$ cat src/rtl/rx_ring_dma.sv
module rx_ring_dma #(
  parameter int AW         = 32,
  parameter int LW         = 16,
  parameter int MAX_FRAME  = 2047,
  parameter int DESC_BYTES = 8
) (
  input  logic          clk,
  input  logic          rst_n,
  input  logic          enable,
  input  logic          act_wr,
  input  logic [AW-1:0] ring_base,
  input  logic [LW-1:0] buf_size,
  input  logic [LW-1:0] max_len,
  input  logic          shift16,
  input  logic          rx_valid,
  output logic          rx_ready,
  input  logic [7:0]    rx_data,
  input  logic [LW-1:0] rx_len,
  output logic          mem_valid,
  output logic          mem_write,
  output logic          mem_byte,
  output logic [AW-1:0] mem_addr,
  output logic [31:0]   mem_wdata,
  input  logic [31:0]   mem_rdata,
  output logic          rx_active,
  output logic          irq_rxb,
  output logic          irq_rxf
);
  localparam int F_EMPTY = 15;
  localparam int F_WRAP  = 13;
  localparam int F_LAST  = 11;
  localparam int F_LONG  = 5;
  localparam int F_TRUNC = 0;

  typedef enum logic [2:0] {S_IDLE, S_POLL, S_DESC, S_BUF, S_DATA, S_WB, S_DRAIN} state_t;
  state_t st;

  logic [AW-1:0] ptr, baddr;
  logic [15:0]   dflags, new_flags;
  logic [LW-1:0] len_q, total_q, pos, used, left, chunk;
  logic          pad_q, trunc_q, long_q;
  logic [31:0]   crc, crc_fin;
  logic [7:0]    out_byte;

  function automatic logic [31:0] crc_step(logic [31:0] c, logic [7:0] d);
    logic [31:0] r = c ^ {24'd0, d};
    for (int i = 0; i < 8; i++) r = r[0] ? ((r >> 1) ^ 32'hEDB88320) : (r >> 1);
    return r;
  endfunction

  logic [LW:0]   raw_total;
  logic [LW-1:0] cut_total, pad_n, crc_idx, remain, take;
  logic          over_max, over_lim, in_pad, in_data, stall, last_wb;

  assign raw_total = {1'b0, rx_len} + (LW+1)'(shift16 ? 6 : 4);
  assign over_max  = raw_total > (LW+1)'(MAX_FRAME);
  assign cut_total = over_max ? LW'(MAX_FRAME) : raw_total[LW-1:0];
  assign over_lim  = cut_total > max_len;

  assign pad_n   = pad_q ? LW'(2) : '0;
  assign in_pad  = pos < pad_n;
  assign in_data = !in_pad && ((pos - pad_n) < len_q);
  assign crc_idx = pos - pad_n - len_q;
  assign remain  = total_q - pos;
  assign take    = (remain < buf_size) ? remain : buf_size;
  assign stall   = (st == S_DATA) && in_data && !rx_valid;
  assign last_wb = (pos == total_q);
  assign crc_fin = ~crc;

  always_comb begin
    case (crc_idx[1:0])
      2'd0:    out_byte = crc_fin[31:24];
      2'd1:    out_byte = crc_fin[23:16];
      2'd2:    out_byte = crc_fin[15:8];
      default: out_byte = crc_fin[7:0];
    endcase
    if (in_pad)       out_byte = 8'h00;
    else if (in_data) out_byte = rx_data;
  end

  always_comb begin
    new_flags = dflags & ~(16'h1 << F_EMPTY);
    if (last_wb)
      new_flags = new_flags | (16'h1 << F_LAST) | (16'(trunc_q) << F_TRUNC) | (16'(long_q) << F_LONG);
  end

  always_comb begin
    mem_valid = 1'b0;
    mem_write = 1'b0;
    mem_byte  = 1'b0;
    mem_addr  = ptr;
    mem_wdata = '0;
    case (st)
      S_POLL, S_DESC: mem_valid = 1'b1;
      S_BUF: begin
        mem_valid = 1'b1;
        mem_addr  = ptr + AW'(4);
      end
      S_DATA: begin
        mem_valid = !stall;
        mem_write = 1'b1;
        mem_byte  = 1'b1;
        mem_addr  = baddr + AW'(chunk - left);
        mem_wdata = {24'd0, out_byte};
      end
      S_WB: begin
        mem_valid = 1'b1;
        mem_write = 1'b1;
        mem_wdata = {new_flags, 16'(chunk)};
      end
      default: ;
    endcase
  end

  assign rx_ready = ((st == S_DATA) && in_data) || ((st == S_DRAIN) && (used != len_q));
  assign irq_rxb  = (st == S_WB);
  assign irq_rxf  = (st == S_WB) && last_wb;

  always_ff @(posedge clk or negedge rst_n) begin
    if (!rst_n) begin
      st <= S_IDLE;
      ptr <= '0;
      baddr <= '0;
      dflags <= '0;
      len_q <= '0;
      total_q <= '0;
      pos <= '0;
      used <= '0;
      left <= '0;
      chunk <= '0;
      pad_q <= 1'b0;
      trunc_q <= 1'b0;
      long_q <= 1'b0;
      crc <= '1;
      rx_active <= 1'b0;
    end else if (!enable) begin
      st <= S_IDLE;
      rx_active <= 1'b0;
      ptr <= ring_base;
    end else begin
      case (st)
        S_IDLE:
          if (act_wr) st <= S_POLL;
          else if (rx_active && rx_valid) begin
            len_q   <= rx_len;
            total_q <= cut_total;
            pad_q   <= shift16;
            trunc_q <= over_max;
            long_q  <= over_max || over_lim;
            pos     <= '0;
            used    <= '0;
            crc     <= '1;
            st      <= S_DESC;
          end
        S_POLL: begin
          rx_active <= mem_rdata[16+F_EMPTY];
          st <= S_IDLE;
        end
        S_DESC:
          if (mem_rdata[16+F_EMPTY]) begin
            dflags <= mem_rdata[31:16];
            st <= S_BUF;
          end else st <= S_DRAIN;
        S_BUF: begin
          baddr <= mem_rdata[AW-1:0];
          chunk <= take;
          left  <= take;
          st    <= S_DATA;
        end
        S_DATA:
          if (!stall) begin
            pos  <= pos + LW'(1);
            left <= left - LW'(1);
            if (in_data) begin
              used <= used + LW'(1);
              crc  <= crc_step(crc, rx_data);
            end
            if (left == LW'(1)) st <= S_WB;
          end
        S_WB: begin
          ptr <= dflags[F_WRAP] ? ring_base : ptr + AW'(DESC_BYTES);
          if (!last_wb) st <= S_DESC;
          else if (used == len_q) st <= S_POLL;
          else st <= S_DRAIN;
        end
        S_DRAIN:
          if (used == len_q) st <= S_POLL;
          else if (rx_valid) used <= used + LW'(1);
        default: st <= S_IDLE;
      endcase
    end
  end

  assert_wb_clears_empty_R5: assert property (@(posedge clk) disable iff (!rst_n)
    (mem_valid && mem_write && !mem_byte) |-> !mem_wdata[16+F_EMPTY]);

  assert_frame_pulse_last_R5: assert property (@(posedge clk) disable iff (!rst_n)
    irq_rxf |-> (irq_rxb && mem_wdata[16+F_LAST]));

  assert_active_after_read_R7: assert property (@(posedge clk) disable iff (!rst_n)
    $rose(rx_active) |-> $past(mem_valid && !mem_write));

  assert_ready_needs_active_R7: assert property (@(posedge clk) disable iff (!rst_n)
    rx_ready |-> rx_active);

  assert_disable_clears_R11: assert property (@(posedge clk) disable iff (!rst_n)
    !enable |=> !rx_active);
endmodule

$ cat config.mk
export PLATFORM = sky130hd
export DESIGN_NAME = rx_ring_dma
export DESIGN_NICKNAME = d
export VERILOG_FILES = /design/src/rtl/rx_ring_dma.sv
export SDC_FILE = /design/constraint.sdc
export NUM_CORES = 1
export LEC_CHECK = 0
export BUFFER_PORTS_ARGS = -buffer_cell sky130_fd_sc_hd__buf_2
export CAP_MARGIN = 20
export CORE_UTILIZATION = 40
export CTS_BUF_LIST = sky130_fd_sc_hd__clkbuf_4
export CTS_CLUSTER_SIZE = 24
export DETAILED_ROUTE_END_ITERATION = 12
export GPL_TIMING_DRIVEN = 0
export PLACE_DENSITY = 0.66
export SYNTH_ARGS = -nofsm -noshare
export SYNTH_HDL_FRONTEND = slang
export SYNTH_SLANG_ARGS = --single-unit
$ cat constraint.sdc
create_clock -name clk -period 4.9 [get_ports clk]
set_input_delay 0.735 -clock clk [delete_from_list [all_inputs] [get_ports clk]]
set_output_delay 0.735 -clock clk [all_outputs]
set_load 0.01 [all_outputs]
Word level (Yosys, flattened, before mapping)
Cells that the tools add are included.

operators by class
  multipliers = 0
  div/mod/pow operators = 0
  magnitude comparators = 5
  add/subtract/negate cells = 11
  muxes and demuxes = 52
  bitwise operators = 13
  shift-type cells = 0
  reduce and logical (&&, ||, !) cells = 26
  equality and inequality tests = 24

operator list
  cell                                                  count
  two-way mux 32 bit                                    15
  two-way mux 16 bit                                    10
  case mux 32 bit (2 select lines)                      2
  NOT 13 -> 14 bit                                      8
  case mux 16 bit (2 select lines)                      2
  case mux 31 bit (2 select lines)                      1
  case mux 16 bit (3 select lines)                      1
  adder 16 x 1 -> 16 bit, second input constant         2
  adder 32 x 3 -> 32 bit, second input constant         1
  adder 32 bit                                          1
  adder 32 x 4 -> 32 bit, second input constant         1
  == test 16 bit                                        2
  < comparator 16 bit                                   2
  NOT 32 bit                                            1
  XOR 32 x 8 -> 32 bit                                  1
  two-way mux 3 bit                                     9
  case mux 8 bit (3 select lines)                       1
  case mux 3 bit (6 select lines)                       1
  adder 16 x 3 -> 17 bit                                1
  > comparator 17 x 11 -> 1 bit, second input constant  1
  subtractor 16 x 16 -> 17 bit                          1
  == test 16 x 1 -> 1 bit, second input constant        1
  > comparator 16 bit                                   1
  < comparator 16 x 2 -> 1 bit                          1
  other kinds (38)                                      64

word-level totals
  memory bits (read-only) = 0
  input port bits = 126
  logic and storage cells = 146
  memories = 0
  memory bits (writable) = 0
  bits in latches = 0
  register bits = 214

Logic depth before layout (Yosys ltp)
  depth after elaboration = 20
  mapped depth = 21
  mapped depth without buffers = 20

Least setup slack after synthesis
OpenSTA, ideal clock, no wires.

  path type = flip-flop to output port
  start = reg left[2]
  end = out mem_addr[29]
  cell stages (with the launch flop) = 20
  setup slack = -328 ps
  buffers on the path = 0
  data arrival time = 4493 ps
  data required time = 4165 ps
  cell sequence = dfrtp_1 -> inv_1 -> ha_1 -> nor2b_1 -> o31a_1 -> nor2_1 -> o2bb2ai_1 -> o211ai_1 -> a31o_2 -> a21oi_1 -> ha_1 -> a21oi_1 -> o21bai_1 -> a221o_1 -> a21oi_1 -> o21ai_0 -> a41o_1 -> a21oi_1 -> xor2_1 -> o221ai_1

between the ends
  word-level cells in the longest chain between the ends = 3

ends and longest elaborated chain
  element                           RTL line  source
  start: declaration                40        logic [LW-1:0] len_q, total_q, pos, used, left, chunk;
  start signal: assignment          167       left <= take;
  start signal: assignment          173       left <= left - LW'(1);
  subtractor 16 x 16 -> 17 bit      103       mem_addr = baddr + AW'(chunk - left);
  adder 32 bit                      103
  case mux 32 bit (2 select lines)  93        case (st)
  end: declaration                  22        output logic [AW-1:0] mem_addr,

No other way between the ends.

Worst setup path in the final report
  start = reg left[0]
  end = out mem_addr[29]

The elaborated chain is that of the path after synthesis.

==> summary.md <==
| Metric | Value |
|---|---|
| First-pass GRT wire length | `around 95 mm` |
| Die Width | `a little over 200 um` |
| DRT Wirelength | `between 60 and 70 mm` |
| Post-Syn Area | `between 15,000 and 20,000 um2` |
| Post-synth EDFFs | `0` |
| Largest net degree at the start of global routing | `115` |
| Setup TNS | `-24.38 ns` |
| GRT Overall Usage | `roughly 28%` |
| Worst-Margin Slew | `approximately 1.1 ns` |
| Fin cells | `approximately 3,000` |
| Placed cells | `2,806` |
| Sw Share | `46.94%` |
| Clock sink count | `214` |
| Power density cells | `695.5 nW/um2` |
| Cell area after layout | `around 21,000 um2` |
| DR pass1 iterations | `6` |
| WP data required | `4.16 ns` |
| Post-route clock period utilization | `125.4%` |
| Setup Skew | `between 0.07 and 0.08 ns` |
| Fin util | `51.26%` |
| Total power | `0.01469 W` |
| Average vias per placed instance | `5.831` |
| Final min period | `between 6 and 7 ns` |
| FF/Latch Area | `5400 um2` |
| HP Class | `in -> reg` |
| Final hold vios | `0` |
| Top cells by area, synth | `dfrtp_1 27%, ha_1 8.7%, xnor2_1 6.6%, nand2_1 6.6%, dfstp_2 5.0%` |
| Total gr overflow | `0` |
| CP arrival | `about 5.4 ns` |
| Max Cap Viol | `0` |
| Final setup violation count | `37` |
| Synth top area share | `a little over a quarter` |
| Syn Area/Cell | `just over 8 um2` |
| Synth cell types | `between 70 and 80` |
| Multi-input logic area | `roughly 12,000 um2` |
| WL/cell | `~21 um` |
| Share of cells above drive strength 1 | `about a quarter` |
| Leak pwr | `between 9 and 10 nW` |
| Die area | `~43,000 um2` |
| Post-layout nets | `2,670` |
| Count leader, synth | `nand2_1` |
| Ports | `just under 200` |
| Routed vias | `between 15,000 and 20,000` |
| Placed Area | `roughly 19,000 um2` |
| Final RePlAce weighted congestion | `about 0.95` |
| Root buf cell | `clkbuf_4` |
| Worst setup SP type | `flip-flop` |
| Clk Latency, worst-skew pair | `0.87 ns` |
| Violated checks | `negative setup slack` |
| Via count of the first global-routing pass | `approximately 17,000` |
| TritonCTS clock tree | `yes` |
| Switching pwr | `~0.007 W` |
| Cts bufs inserted | `59` |
| Max Clock Freq | `between 0.15 and 0.2 GHz` |
| Post-route ant nets | `0` |
| Die height | `207.4 um` |
| Final Slew Violations | `0` |
| Clock-pin slew on the worst setup and hold paths | `roughly 0.080 ns` |
| Status | `finished with violations` |
| RSZ-0062 raised after global routing | `yes` |
| Reg-to-reg setup timing slack | `0.23 ns` |
| Seq/Total Area, Yosys | `roughly a third` |
| Row Count | `74` |
| Core footprint | `roughly 41,000 um2` |
| Int Power | `around 0.008 W` |
| Synth area leader | `dfrtp_1` |
| CTS Buffer Depth | `3` |
| Synth cell count leaders | `296 x nand2_1, 182 x dfrtp_1, 155 x nor2_1, 149 x o21ai_0, 142 x a21oi_1` |
| FF+latch count, synth | `214` |
| Comb pwr share | `approximately 68%` |
| Type of element capturing the critical path | `output pin` |
| YS warnings | `0` |
| Initial antenna violation count | `5` |
| # DRC | `0` |
| Initial DRC count | `about 1,600` |
| Port Buffers | `about 200` |
| Maximum VDD drop | `around 0.00033 V` |
| Crit Path Class | `reg -> out` |
| Reg power frac | `20.8%` |
| Gate Count Post-Synth | `just over 2,000` |
| Final HPWL DP | `approximately 45 mm` |
| Clock power frac | `a little under an eighth` |
| Fillers | `about 4,000` |
| Post-route setup slack | `-1.246 ns` |
| Most used DFF post-synth | `dfrtp_1` |
| H-tree level count | `2` |
| Starting Density | `between 40% and 50%` |
| Critical path peak fanout | `4` |
| Slew Limit Headroom | `24.40%` |
| Synthesis-to-layout area growth | `25.13%` |
| Synth async-reset ratio | `100.0%` |
==> power by group through the flow <==
stage                     logic, W  clock network [W]  registers, W
after floorplan            0.00574                  0       0.00282
after global placement     0.00736                  0       0.00302
after global routing        0.0108            0.00180       0.00312
after detailed placement   0.00750                  0       0.00304
after CTS                  0.00919            0.00171       0.00302
final                      0.00994            0.00169       0.00306
==> cells in the final DEF, fill, tap and decap left out, types with 39 or more instances in the layout <==
| cell | instances |
|---|---|
| nand2_1 | 285 |
| buf_2 | 194 |
| dfrtp_1 | 178 |
| nor2_1 | 148 |
| xnor2_1 | 122 |
| a21oi_1 | 116 |
| inv_1 | 115 |
| o21ai_0 | 113 |
| ha_1 | 98 |
| clkbuf_4 | 87 |
| buf_4 | 73 |
| clkbuf_1 | 70 |
| nand3_1 | 65 |
| xor2_1 | 49 |
| nand4_1 | 48 |
| o21ai_1 | 44 |
| nor3_1 | 40 |
| and3_1 | 39 |
==> timing repair <==
| item | 4_1_cts | 5_1_grt |
|---|---|---|
| setup endpoints to repair | 49 | 63 |
| hold buffers | 1 | 0 |
| pin swaps | 106 | 96 |
| cloned | 1 | 0 |
| gates resized for setup | 212 | 61 |
| setup buffers | 63 | 28 |
| hold endpoints to repair | 9 | 0 |
==> cell type report <==
cell class              count  area share [%]
diodes                      2         0.02370
plain buffers              91           1.973
clock buffers              87           3.092
clock inverters            18          0.3732
inverters                 126           2.287
multi-input cells        1645           54.92
flip-flops and latches    214           25.57
well taps                 532           3.152
repair buffers            285           8.614
==> per-stage QoR <==
| stage | hold WS [ns] | setup slack, ns |
|---|---|---|
| 2_1_floorplan | 0.4394 | 0.07592 |
| 3_3_place_gp | 0.4652 | -0.9624 |
| 3_5_place_dp | 0.4688 | -0.9538 |
| 4_1_cts | 0.07257 | -1.202 |
| 5_1_grt | 0.09679 | -1.356 |
| 6_report | 0.1175 | -1.246 |
==> final timing paths <==
kind | from | to | cells past startpoint
min reg2reg | crc[3]$_DFFE_PN1P_ | crc[3]$_DFFE_PN1P_ | 2
min | shift16 | pad_q$_DFFE_PN0P_ | 3
max | left[0]$_DFFE_PN0P_ | mem_addr[29] | 22
max reg2reg | total_q[0]$_DFFE_PN0P_ | left[2]$_DFFE_PN0P_ | 20
min in group asynchronous | rst_n | baddr[12]$_DFFE_PN0P_ | 2
max in group asynchronous | rst_n | crc[23]$_DFFE_PN1P_ | 3
==> state kept, by name, indices dropped and copies added, names as in the netlist <==
signal and cells:
chunk 16, rx_active 1, crc 32, pad_q 1, dflags 15, pos 16, trunc_q 1, ptr 32
baddr 32, used 16, len_q 16, st 3, long_q 1, left 16, total_q 16
==> worst max-delay path, cell delays in order (launching register included) <==
cell and delay, ns:
dfrtp_2 0.44, ha_4 0.17, fa_2 0.36, nor2b_2 0.15, o31a_1 0.23, nor2_4 0.06
o2bb2ai_4 0.15, o211ai_1 0.33, buf_4 0.19, a31o_4 0.15, a21oi_4 0.08, buf_6 0.15
buf_12 0.12, ha_4 0.23, and4_4 0.19, a221o_1 0.33, a21oi_2 0.18, o21ai_2 0.08
a41o_1 0.22, a21oi_2 0.16, xor2_1 0.22, o221ai_1 0.16, buf_2 0.18
==> logic make-up (layout without fill, tap and decap cells) <==
group / after synthesis / count (layout) / synth area share, %
buf+inv: 219 / 607 / 5.182
xor+xnor: 180 / 180 / 9.340
fa+ha+maj: 122 / 122 / 9.222
compound gates: 537 / 537 / 19.90
flops: 214 / 214 / 31.96
simple gates: 750 / 750 / 20.62
other cells: 1 / 8 / 0.02222
mux: 50 / 50 / 3.743
==> metal layers <==
metal	track usage, %	wire, um	up-vias
met2	45.61	28570	827
met4	13.41	2951	4
met3	5.946	5120	175
met1	35.79	25640	8425
li1	-	-	8063
met5	0	29	-
Note: power is estimated with default switching activity, not from simulation.
